### config.mk
export PLATFORM = sky130hd
export DESIGN_NAME = int_sum_unit
export DESIGN_NICKNAME = d
export VERILOG_FILES = /design/src/rtl/int_sum_unit.sv
export SDC_FILE = /design/constraint.sdc
export NUM_CORES = 1
export LEC_CHECK = 0
export BUFFER_PORTS_ARGS = -buffer_cell sky130_fd_sc_hd__buf_2
export CAP_MARGIN = 0
export CORE_ASPECT_RATIO = 1.4
export CORE_MARGIN = 4
export CORE_UTILIZATION = 32
export CTS_CLUSTER_SIZE = 40
export DETAILED_ROUTE_END_ITERATION = 6
export PLACE_DENSITY = 0.61
export SYNTH_ARGS = -nofsm -noshare
export SYNTH_HDL_FRONTEND = slang
export SYNTH_SLANG_ARGS = --single-unit
### constraint.sdc
create_clock -name clk -period 5.95 [get_ports clk]
set_input_delay 1.19 -clock clk [delete_from_list [all_inputs] [get_ports clk]]
set_output_delay 1.19 -clock clk [all_outputs]
set_load 0.02 [all_outputs]
### src/rtl/int_sum_unit.sv
module int_sum_unit #(
  parameter int WIDTH = 32,
  parameter int IMM_W = 16,
  parameter int IDX_W = 5
) (
  input  logic             clk,
  input  logic             rst,
  input  logic             issue_valid,
  input  logic             sel_zero_sub,
  input  logic [IDX_W-1:0] src_a_idx,
  input  logic [WIDTH-1:0] src_a_val,
  input  logic [WIDTH-1:0] src_b_val,
  input  logic [IMM_W-1:0] imm,
  input  logic             use_imm,
  input  logic             use_ca_in,
  input  logic             calc_ca,
  input  logic             oe,
  input  logic             rc,
  input  logic             flag_wr_en,
  input  logic [2:0]       flag_wr_val,
  output logic [WIDTH-1:0] result,
  output logic             result_valid,
  output logic             ca,
  output logic             ov,
  output logic             so,
  output logic [3:0]       cond
);

  localparam int EXT_W = WIDTH - IMM_W;
  localparam int MSB   = WIDTH - 1;

  logic [WIDTH-1:0] opa, opb, sum;
  logic             cin, cout, ovf;
  logic             ca_nxt, ov_nxt, so_nxt;
  logic [3:0]       cond_nxt;

  assign opa = (sel_zero_sub && src_a_idx == '0) ? '0 : src_a_val;
  assign opb = use_imm ? {{EXT_W{imm[IMM_W-1]}}, imm} : src_b_val;
  assign cin = use_ca_in & ca;

  assign {cout, sum} = {1'b0, opa} + {1'b0, opb} + {{WIDTH{1'b0}}, cin};
  assign ovf = (opa[MSB] == opb[MSB]) && (sum[MSB] != opa[MSB]);

  always_comb begin
    ca_nxt = ca;
    ov_nxt = ov;
    so_nxt = so;
    if (flag_wr_en) begin
      ca_nxt = flag_wr_val[0];
      ov_nxt = flag_wr_val[1];
      so_nxt = flag_wr_val[2];
    end else if (issue_valid) begin
      if (calc_ca) ca_nxt = cout;
      if (oe) begin
        ov_nxt = ovf;
        so_nxt = so | ovf;
      end
    end
  end

  assign cond_nxt = {sum[MSB], !sum[MSB] && (|sum), ~|sum, so_nxt};

  always_ff @(posedge clk) begin
    if (rst) begin
      ca           <= 1'b0;
      ov           <= 1'b0;
      so           <= 1'b0;
      cond         <= '0;
      result       <= '0;
      result_valid <= 1'b0;
    end else begin
      ca           <= ca_nxt;
      ov           <= ov_nxt;
      so           <= so_nxt;
      result_valid <= issue_valid;
      if (issue_valid) begin
        result <= sum;
        if (rc) cond <= cond_nxt;
      end
    end
  end

  AST_RESET_CLEARS: assert property (@(posedge clk)
    rst |=> !ca && !ov && !so && cond == 4'b0 && !result_valid);

  AST_SO_STICKY: assert property (@(posedge clk) disable iff (rst)
    so && !flag_wr_en |=> so);

  AST_OV_IMPLIES_SO: assert property (@(posedge clk) disable iff (rst)
    issue_valid && oe && !flag_wr_en |=> (!ov || so));

  AST_NO_OE_KEEP: assert property (@(posedge clk) disable iff (rst)
    issue_valid && !oe && !flag_wr_en |=> $stable({ov, so}));

  AST_NO_CA_KEEP: assert property (@(posedge clk) disable iff (rst)
    issue_valid && !calc_ca && !flag_wr_en |=> $stable(ca));

  AST_COND_ONE_HOT: assert property (@(posedge clk) disable iff (rst)
    issue_valid && rc |=> $countones(cond[3:1]) == 1);

  AST_COND_SO_MATCH: assert property (@(posedge clk) disable iff (rst)
    issue_valid && rc |=> cond[0] == so);

  AST_NO_RC_KEEP: assert property (@(posedge clk) disable iff (rst)
    !(issue_valid && rc) |=> $stable(cond));

  AST_IDLE_FLAGS: assert property (@(posedge clk) disable iff (rst)
    !issue_valid && !flag_wr_en |=> $stable({ca, ov, so}));

  AST_WRITE_WINS: assert property (@(posedge clk) disable iff (rst)
    flag_wr_en |=> {so, ov, ca} == $past(flag_wr_val));

  AST_VALID_FOLLOWS: assert property (@(posedge clk) disable iff (rst)
    issue_valid |=> result_valid);

endmodule

Word-level counts from Yosys, hierarchy flattened
Index checks and enable logic that the tools add are counted.

operators by class
  add/sub/neg operators = 2
  equal/unequal tests = 2
  muxes and demuxes = 11
  bitwise gates (word level) = 2
  reduce and logical (&&, ||, !) cells = 13

operator list
  operator                 count
  two-way mux 32 bit       2
  adder 32 x 32 -> 33 bit  1
  adder 33 x 1 -> 33 bit   1
  OR reduction 32 bit      1
  two-way mux 1 bit        9
  AND reduction 2 bit      3
  nonzero test 2 bit       3
  zero test 5 bit          1
  logical AND 1 bit        3
  zero test 1 bit          2
  AND 1 bit                1
  equality test 1 bit      1
  inequality test 1 bit    1
  OR 1 bit                 1

storage, ports and cells
  flip-flop bits (word level) = 40
  input port bits = 98
  output and inout bits = 40
  word-level logic and storage cells = 36

Logic depth before layout (Yosys ltp)
Gate-level depths: netlist (run 1).

  word-level depth = 11
  mapped depth = 15
  mapped depth without buffers = 14

Worst setup path after synthesis (run 1)
Ideal clock, no wire load.

  path kind = input -> register
  start point = input use_imm
  end point = register cond[2]
  setup time = 0.122 ns
  arrival time = 4.696 ns
  required time = 5.828 ns
  path slack = 1.133 ns
  cell stages on the path = 14
  buffers on the path = 2
  cell sequence = clkbuf_1 -> clkbuf_1 -> mux2_2 -> fa_1 -> fa_1 -> a21o_1 -> a221oi_2 -> o211a_4 -> o21ai_2 -> xor2_1 -> nor4_2 -> and4b_1 -> nand4_1 -> a221o_1

on the way
  cells in the longest elaborated chain, start to end = 5
  elaborated cells between the ends (all ways) = 6
  classes of those cells = 2 x add/sub; 1 x mux; 3 x reduce/logical

RTL lines
  what                                                           RTL line  RTL
  start: declaration                                             14        input logic use_imm,
  two-way mux 32 bit *                                           38        assign opb = use_imm ? {{EXT_W{imm[IMM_W-1]}}, imm} : src_b_val;
  adder 32 x 32 -> 33 bit *                                      41        assign {cout, sum} = {1'b0, opa} + {1'b0, opb} + {{WIDTH{1'b0}}, cin};
  adder 33 x 1 -> 33 bit *                                       41
  OR reduction 32 bit / zero test 1 bit (equally long branches)  61        assign cond_nxt = {sum[MSB], !sum[MSB] && (|sum), ~|sum, so_nxt};
  logical AND 1 bit *                                            61
  end signal: assignment                                         78        if (rc) cond <= cond_nxt;
  end: declaration                                               26        output logic [3:0] cond

Every way passes the cells marked *; elsewhere a longest branch is shown, timed or not.
A chain may end at the register's enable or synchronous reset.

Worst setup path in the final report (run 1)
  start point = input src_a_idx[4]
  end point = register cond[2]

on the way
  cells in the longest elaborated chain, start to end = 7
  elaborated cells between the ends (all ways) = 8
  classes of those cells = 2 x add/sub; 1 x mux; 5 x reduce/logical

RTL lines
  what                                                           RTL line  RTL
  start: declaration                                             10        input logic [IDX_W-1:0] src_a_idx,
  zero test 5 bit *                                              37        assign opa = (sel_zero_sub && src_a_idx == '0) ? '0 : src_a_val;
  logical AND 1 bit *                                            37
  two-way mux 32 bit *                                           37
  adder 32 x 32 -> 33 bit *                                      41
  adder 33 x 1 -> 33 bit *                                       41
  OR reduction 32 bit / zero test 1 bit (equally long branches)  61
  logical AND 1 bit *                                            61

Marks and branches as above.

==> impl_summary.md, run 1 <==
Clock tree
Hold repair after CTS inserted 0 buffers. In this run, CTS created clock tree buffers numbering 5. The clock slew seen by the registers of the worst setup and hold paths is 0.06 ns.

The maximum buffer depth of the clock tree is 2. Once the clock tree was built, the resizer swapped 0 gates to a different size. Clock latency on the worst-skew pair, taken at its later pin, is 0.28 ns.

The number of clock sinks is 40. The H-tree was split into 2 levels. The root buffer cell is sky130_fd_sc_hd__clkbuf_16.

TritonCTS built the clock tree. The post-CTS setup buffer count is 0.

Critical path
The worst setup path is captured at a flip-flop. The endpoint identified for the worst register-to-register timing path is cond[2]. Across all register-to-register paths, the minimum setup slack is 2.32 ns. In this run the worst path has a maximum fanout of 23. The worst setup path is of the input port to flip-flop kind.

Measured in cells, the most critical reg-to-reg path has a length of 12. The first element of the critical path is src_a_idx[4]. In this run the critical register-to-register path is launched from ca. The worst setup path is launched from an input port. The endpoint required time on the critical path is 6.12 ns. The signal arrival time at the worst endpoint is 5.17 ns.

Detailed routing
The first-pass detailed-route iteration total is 5. The detail route stage leaves a number of antenna-violating nets equal to 0. Summing over every cut layer, the via total after detailed routing is 4425. After detailed routing, the average wire length per cell comes to 16.2 um.

In this run, the number of DRC markers left after iteration 0 of detailed routing was 214. The number of design rule violations left after detail routing is 0. The mean number of vias per cell is 5.38.

The total wire length after detailed routing is 13400 um.

STA
The worst clock skew is 0.00321 ns. The fmax is 0.200 GHz. The clock period minus final worst setup slack is 5.00 ns.

On the final layout, the worst hold slack is 0.462 ns. In this run the tightest slew margin relative to its limit is 35.1%. The final-report hold violation count was 0.

The actual slew at the worst max-slew pin is 0.974 ns. The worst path uses 84.1% of the clock period. The worst setup margin is 0.946 ns. The final sum of negative setup slack is 0 ns.

The number of max-slew violations in the final report came to 0. Setup repair after global routing left no endpoint under its margin. Setup violations remaining at the end of the flow were counted as 0.

Placed design
The instance count after placement with tap cells included is 816. Before CTS, the worst setup slack after placement is 0.677 ns. After detailed placement, the total cell area comes to 4900 um2. Routability-driven placement finished with a final weighted congestion of 1.00.

Detailed placement finished with a half-perimeter wire length of 11100 um. Port buffering added 137 buffers.

Power and ir drop
The completed layout was analyzed and its total power is 1.13 mW. For this design the ratio of total power to cell area is 224 nW/um2. The worst-case vdd ir drop is 0.135 mV.

The analysis attributes to cell leakage a power of 2.40 nW.

Finish
The area growth from synthesis to layout is 22.6%. At the end of the flow, the number of nets in the layout was 804. With fillers left out, the area of the finished cells amounts to 5040 um2. The proportion of layout cells with a drive suffix above 1 is 27.0%. The total inserted antenna cells is 0. For this run, the share of the core covered by cells in the final layout is 40.5%. The final non-filler cell total is 823.

GRT
The met3 track demand over resource is 2.68%. The maximum number of pins on one net before global-route repair is 40. After global routing, the most crowded layer is met2. The via count of the first global-routing pass is 4572.

The met2 demand-to-capacity share in global routing is 33.9%. The number of antenna violations at the first check in global routing is 0. The met1 routing resource usage after global routing is 19.4%. The remaining global-route overflow is 0. The overall track demand over capacity in global routing is 17.6%. The first global-routing pass estimated 21800 um of wire.

Yosys
When the netlist entered floorplanning its net count stood at 680. The cell taking the most area after synthesis is sky130_fd_sc_hd__dfxtp_1. The number of enable flip-flop cells after synthesis is 0. The dominant synthesized flop cell is sky130_fd_sc_hd__dfxtp_1.

Yosys attributes the largest share of cell area to sky130_fd_sc_hd__dfxtp_1 19%, sky130_fd_sc_hd__ha_1 9.4%, sky130_fd_sc_hd__and2_1 5.6%, sky130_fd_sc_hd__mux2i_1 5.4%, sky130_fd_sc_hd__nand2_1 4.8%. Synthesis inferred 40 register bits. The summed instance area of the synthesized netlist is 4110 um2. After synthesis, the mean cell area works out to 7.48 um2. Summed over its instances, the top area cell type makes up 19.5% of the synthesized netlist area.

The proportion of register bits with asynchronous set or reset after synthesis is 0%. The post-synthesis instance total is 549. During synthesis, Yosys emitted a total of 0 warnings.

In this run, distinct cell masters in the synthesized netlist total 66. For this run, the register share of the synthesized area comes to 19.5%.

Floorplan
Measured along the x axis, the die boundary spans 104 um. The cell row count is 48. The area of the die is 14700 um2.

The y dimension of the die is 142 um. For this configuration, the core starts out at a cell density of 33.0%. The core region is 12400 um2. The number of top-level pins is 138.

Hold path
The hold path startpoint is result[9]. The endpoint of the worst hold path is result[9]. The number of cells traversed by the worst hold path is 2. The path category of the worst min-delay check is flip-flop to flip-flop.

Flow run
The tool flagged a number of max-cap violations equal to 0.

Status
The run finished with clean final reports.
-- cells by family (layout without fill, tap and decap cells) --
logic type                 count (synthesis)  after routing  synth area share [%]
AOI/OAI and AO/OA                        153            153                  24.7
buffers and inverters                     56            180                  5.48
and+or+nand+nor                          207            207                  25.5
muxes                                     38             38                  9.75
adders and majority gates                 33             33                  10.4
xor gates and xnor gates                  22             22                  4.69
DFF                                       40             40                  19.5
-- layout by cell type (no fill, tap or decap), types with 3 or more instances in the layout --
cell and count:
sky130_fd_sc_hd__nand2_1 52, sky130_fd_sc_hd__buf_2 137, sky130_fd_sc_hd__nor2_1 49, sky130_fd_sc_hd__nor2b_1 4, sky130_fd_sc_hd__nand4_1 6, sky130_fd_sc_hd__o31ai_1 3
sky130_fd_sc_hd__xnor2_1 15, sky130_fd_sc_hd__o21a_1 9, sky130_fd_sc_hd__or3_1 4, sky130_fd_sc_hd__and2_1 37, sky130_fd_sc_hd__a2111oi_0 3, sky130_fd_sc_hd__and3_1 3
sky130_fd_sc_hd__o21ai_1 5, sky130_fd_sc_hd__inv_1 32, sky130_fd_sc_hd__mux2_2 16, sky130_fd_sc_hd__dfxtp_1 40, sky130_fd_sc_hd__o21ai_0 36, sky130_fd_sc_hd__nand2b_1 3
sky130_fd_sc_hd__xor2_1 7, sky130_fd_sc_hd__nand3_1 20, sky130_fd_sc_hd__a211oi_1 8, sky130_fd_sc_hd__o21ai_2 3, sky130_fd_sc_hd__a31oi_1 6, sky130_fd_sc_hd__o211ai_1 8
sky130_fd_sc_hd__a21oi_2 3, sky130_fd_sc_hd__nor3_1 12, sky130_fd_sc_hd__clkbuf_16 5, sky130_fd_sc_hd__a21o_1 9, sky130_fd_sc_hd__mux2i_1 22, sky130_fd_sc_hd__a21boi_0 3
sky130_fd_sc_hd__ha_1 31, sky130_fd_sc_hd__buf_4 3, sky130_fd_sc_hd__a21oi_1 37, sky130_fd_sc_hd__nor4_1 4
-- sequential cells by signal, summed over array words and instances, names as in the netlist --
name and flops:
ov 1, cond 4, ca 1, so 1, result 32, result_valid 1
-- how the worst max path moves through the flow --
stage               slack, ns      end  cells past startpoint
floorplan                1.13  cond[2]                     14
global placement         0.77  cond[2]                     16
detailed placement       0.68  cond[2]                     16
CTS                      0.96  cond[2]                     16
global route             0.63  cond[2]                     16
finish                   0.95  cond[2]                     16
-- power breakdown --
group	internal, mW	leakage, nW	switching (mW)
Clock	0.152	0.0667	0.101
Sequential	0.301	0.330	0.0164
Combinational	0.218	2.00	0.339
Total	0.671	2.40	0.456
-- layout make-up --
type	instances	area [um2]
tap	150	188
multi-input combinational	453	3080
fill	1341	7400
timing repair buffer	140	708
inverter	33	124
clock inverter	1	5.00
clock buffer	6	129
sequential	40	801
-- cell usage after synthesis, drive strengths merged, types with 2 or more instances --
library cell	number
nand2	52
xor2	7
clkbuf	16
a31oi	6
o21ai	44
xnor2	15
buf	7
mux2i	22
a2111oi	3
and4	2
inv	32
a211oi	8
fa	2
dfxtp	40
a221oi	3
a21o	9
ha	31
o31ai	3
o2111ai	2
o211a	2
o211ai	8
a21boi	3
and2	37
and3	3
o21a	9
o221a	2
or3	4
nor2b	4
nor3	13
nand4	6
a31o	2
nor4	6
a21oi	40
mux2	16
a2bb2oi	2
nand3	20
nand2b	3
nor2	50
-- worst max-delay path, cell delays in order --
cell,delay [ns]
sky130_fd_sc_hd__buf_2,0.09
sky130_fd_sc_hd__nor4b_1,0.29
sky130_fd_sc_hd__nand2_1,0.11
sky130_fd_sc_hd__buf_4,0.21
sky130_fd_sc_hd__and2_1,0.19
sky130_fd_sc_hd__fa_1,0.47
sky130_fd_sc_hd__fa_1,0.42
sky130_fd_sc_hd__a21o_1,0.22
sky130_fd_sc_hd__a221oi_2,0.54
sky130_fd_sc_hd__nor3_1,0.14
sky130_fd_sc_hd__o21ai_0,0.20
sky130_fd_sc_hd__a211oi_1,0.13
sky130_fd_sc_hd__nor4_2,0.27
sky130_fd_sc_hd__and4b_1,0.25
sky130_fd_sc_hd__nand4_1,0.11
sky130_fd_sc_hd__a221o_1,0.33
-- per-layer routing --
metal,wire (um),up-vias
met1,5310,2031
met5,0,-
met4,430,0
li1,-,2221
met3,521,35
met2,7090,138
Note: power is estimated with default switching activity, not from simulation.
==> inputs of run 2 (changes only) <==
- clock period: 5.95 -> 4.7 ns (I/O delays scaled with it)
==> impl_summary.md, run 2 (synthesis results as in run 1) <==
Status
The run finished with clean final reports.

Clock tree
The total number of H-tree levels is 2 (unchanged). The post-CTS setup buffer count is 0 (unchanged). The maximum buffer depth of the clock tree is 2 (unchanged). The number of hold-repair buffers added at the cts stage is 0 (unchanged).

The TritonCTS buffer count was 5 (unchanged). The post-cts resize count came to 0 (unchanged). The clock slew seen by the registers of the worst setup and hold paths was 0.07 ns (about the same). The root buffer cell is sky130_fd_sc_hd__clkbuf_16. The number of clock sinks is 40 (unchanged). TritonCTS built the clock tree.

The insertion delay of the later-clocked pin in the worst-skew pair is 0.28 ns (about the same).

Finish
The proportion of layout cells with a drive suffix above 1 is 28.5% (+1.4 points). The largest registers in the layout are result (32), cond (4). The total inserted antenna cells is 0 (unchanged). In the layout the commonest cells are 137 x sky130_fd_sc_hd__buf_2, 52 x sky130_fd_sc_hd__nand2_1, 49 x sky130_fd_sc_hd__nor2_1. The register with the most flip-flops in the final layout is result.

The post-route cell area is 5170 um2 (+2.6%). The core utilization of the finished layout is 41.6% (+1.1 points). The total number of nets in the final design is 815 (+1.4%). The number of flip-flops under the largest register name is 32 (unchanged).

The most common cell after layout, fill and taps aside is sky130_fd_sc_hd__buf_2. The final non-filler cell total is 835 (+1.5%). The area overhead of the layout relative to synthesis is 25.8%.

Detailed routing
The total number of vias is 4378 (-1.1%). The number of routed nets with antenna violations was 0 (unchanged). The DRC marker count from the first detailed-route iteration is 178 (-17%). The total wire length after detailed routing is 13600 um (+2.0%).

The mean number of vias per cell was 5.24 (-2.5%). The number of design rule violations left after detail routing is 0 (unchanged). The first-pass detailed-route iteration total is 5 (unchanged). The detailed-route wire length per cell was 16.3 um (+0.58%).

Floorplan
The area of the die is 14700 um2 (unchanged). The number of top-level pins is 138 (unchanged). The area of the core region is 12400 um2 (unchanged). The cell row count is 48 (unchanged). The floorplan die width came to 104 um (unchanged). The y dimension of the die is 142 um (unchanged). The starting density of the core is 33.0% (unchanged).

STA
The worst slew margin relative to its limit is 51.8% (+17 points). Setup repair after global routing left no endpoint under its margin. Of the available clock period, the critical path in the final layout requires 91.7%. The worst setup margin came to 0.392 ns (-0.554 ns). The worst clock skew came to 0.00790 ns (+0.00469 ns).

The final-report hold violation count came to 0 (unchanged). The final sum of negative setup slack came to 0 ns (unchanged). Timing would allow up to 0.232 GHz. The number of max-slew violations in the final report is 0 (unchanged). The clock period minus final worst setup slack is 4.31 ns. The worst-case hold slack is 0.460 ns (-0.00232 ns). The count of final setup violators is 0 (unchanged). The actual slew at the worst max-slew pin is 0.722 ns (-0.252 ns).

GRT
The met3 track demand over resource is 2.54% (-0.14 points). The met1 routing resource usage after global routing is 19.7% (+0.28 points). The number of antenna violations at the first check in global routing is 0 (unchanged). The first-pass GRT wire length is 22300 um (+2.2%). The via count of the first global-routing pass is 4534 (-0.83%). The remaining global-route overflow came to 0 (unchanged). The overall track demand over capacity in global routing is 18.2% (+0.57 points). The met2 demand-to-capacity share in global routing came to 36.4% (+2.5 points). The global routing stage identified its most utilized layer as met2.

The maximum number of pins on one net before global-route repair is 39 (-2.5%).

Power and ir drop
The sequential power share is 26.4% (-1.7 points). The switching power summed over all nets was 0.597 mW (+31%). The switching share of power is 39.3% (-1.2 points).

The share of total power in combinational logic is 47.3% (-2.1 points). The total power consumption of the routed design came to 1.52 mW (+35%). The leakage component of the power was 2.47 nW (+3.0%). The cell area power density is 294 nW/um2 (+31%). The internal power is 0.922 mW (+38%). The worst-case vdd ir drop came to 0.153 mV (+13%).

The portion of total power attributed to the clock network is 26.3% (+3.8 points).

Flow run
The number of max-cap violations was 0 (unchanged).

Critical path
In this run the critical register-to-register path is launched from ca. The largest driver fanout on the critical path is 7 (-70%). The maximum cell stage delay along the critical path is 0.46 ns (-0.08 ns). Traced cell by cell, the critical path runs through buf_2, nor4b_1, nand2_1, and2_1, fa_1, fa_1, a21o_1, a221oi_2, buf_4, o211a_4, o21ai_2, xor2_1, nor4_2, and4b_1, nand4_1, a221o_1. By instance count, the cell type seen most on the critical path is sky130_fd_sc_hd__fa_1. The endpoint required time on the critical path is 4.87 ns (-1.25 ns). The signal arrival time at the worst endpoint came to 4.48 ns (-0.69 ns). The kind of launch point of the worst setup path is an input port. The critical path class is input port to flip-flop. The nature of the critical path endpoint is a flip-flop. The first element of the critical path is src_a_idx[4]. For this design, the slowest cell found on the critical path is sky130_fd_sc_hd__fa_1.

Hold path
The worst hold path begins at cond[3]. In this run the worst hold path is classified as flip-flop to flip-flop.

Placed design
The detailed-placement wirelength estimate is 11300 um (+1.3%). The number of buffers added on ports is 137 (unchanged). The minimum setup slack after placement is 0.0801 ns (-0.597 ns). The standard cell area after detailed placement is 5000 um2 (+1.9%). The instance count after placement with tap cells included is 827 (+1.3%). The final weighted congestion of routability-driven global placement is 0.909 (-9.3%).
-- run 2: worst paths after layout --
check / end / slack, ns / depth (start not counted)
max: cond[2] / 0.39 / 16
min: cond[3] / 0.46 / 2
max reg2reg: cond[2] / 1.32 / 13
min reg2reg: cond[3] / 0.46 / 2
-- run 2: routing by layer --
metal  vias to the layer above  wire, um
li1                       2236         -
met1                      2034      5450
met3                        16       449
met5                         -         0
met2                        92      7430
met4                         0       299
-- run 2: critical path, delay by kind of cell --
kind / cells / cell delay, ns
xor+xnor: 1 / 0.19
buf+inv: 2 / 0.28
compound gates: 5 / 1.01
simple gates: 6 / 1.18
fa+ha+maj: 2 / 0.88
-- run 2: final cells by class --
| cell class | count | area [um2] |
|---|---|---|
| clock inverter | 3 | 46.3 |
| tap | 150 | 188 |
| inverter | 33 | 124 |
| timing repair buffer | 151 | 803 |
| clock buffer | 5 | 125 |
| fill | 1300 | 7260 |
| sequential | 40 | 801 |
| multi-input combinational | 453 | 3080 |
-- run 2: power by group through the flow --
stage,clock [mW],sequential (mW),combinational [mW]
after floorplan,0,0.457,0.446
after global placement,0,0.408,0.717
after detailed placement,0,0.409,0.719
after CTS,0.406,0.402,0.723
after global routing,0.423,0.407,0.800
final,0.399,0.401,0.719
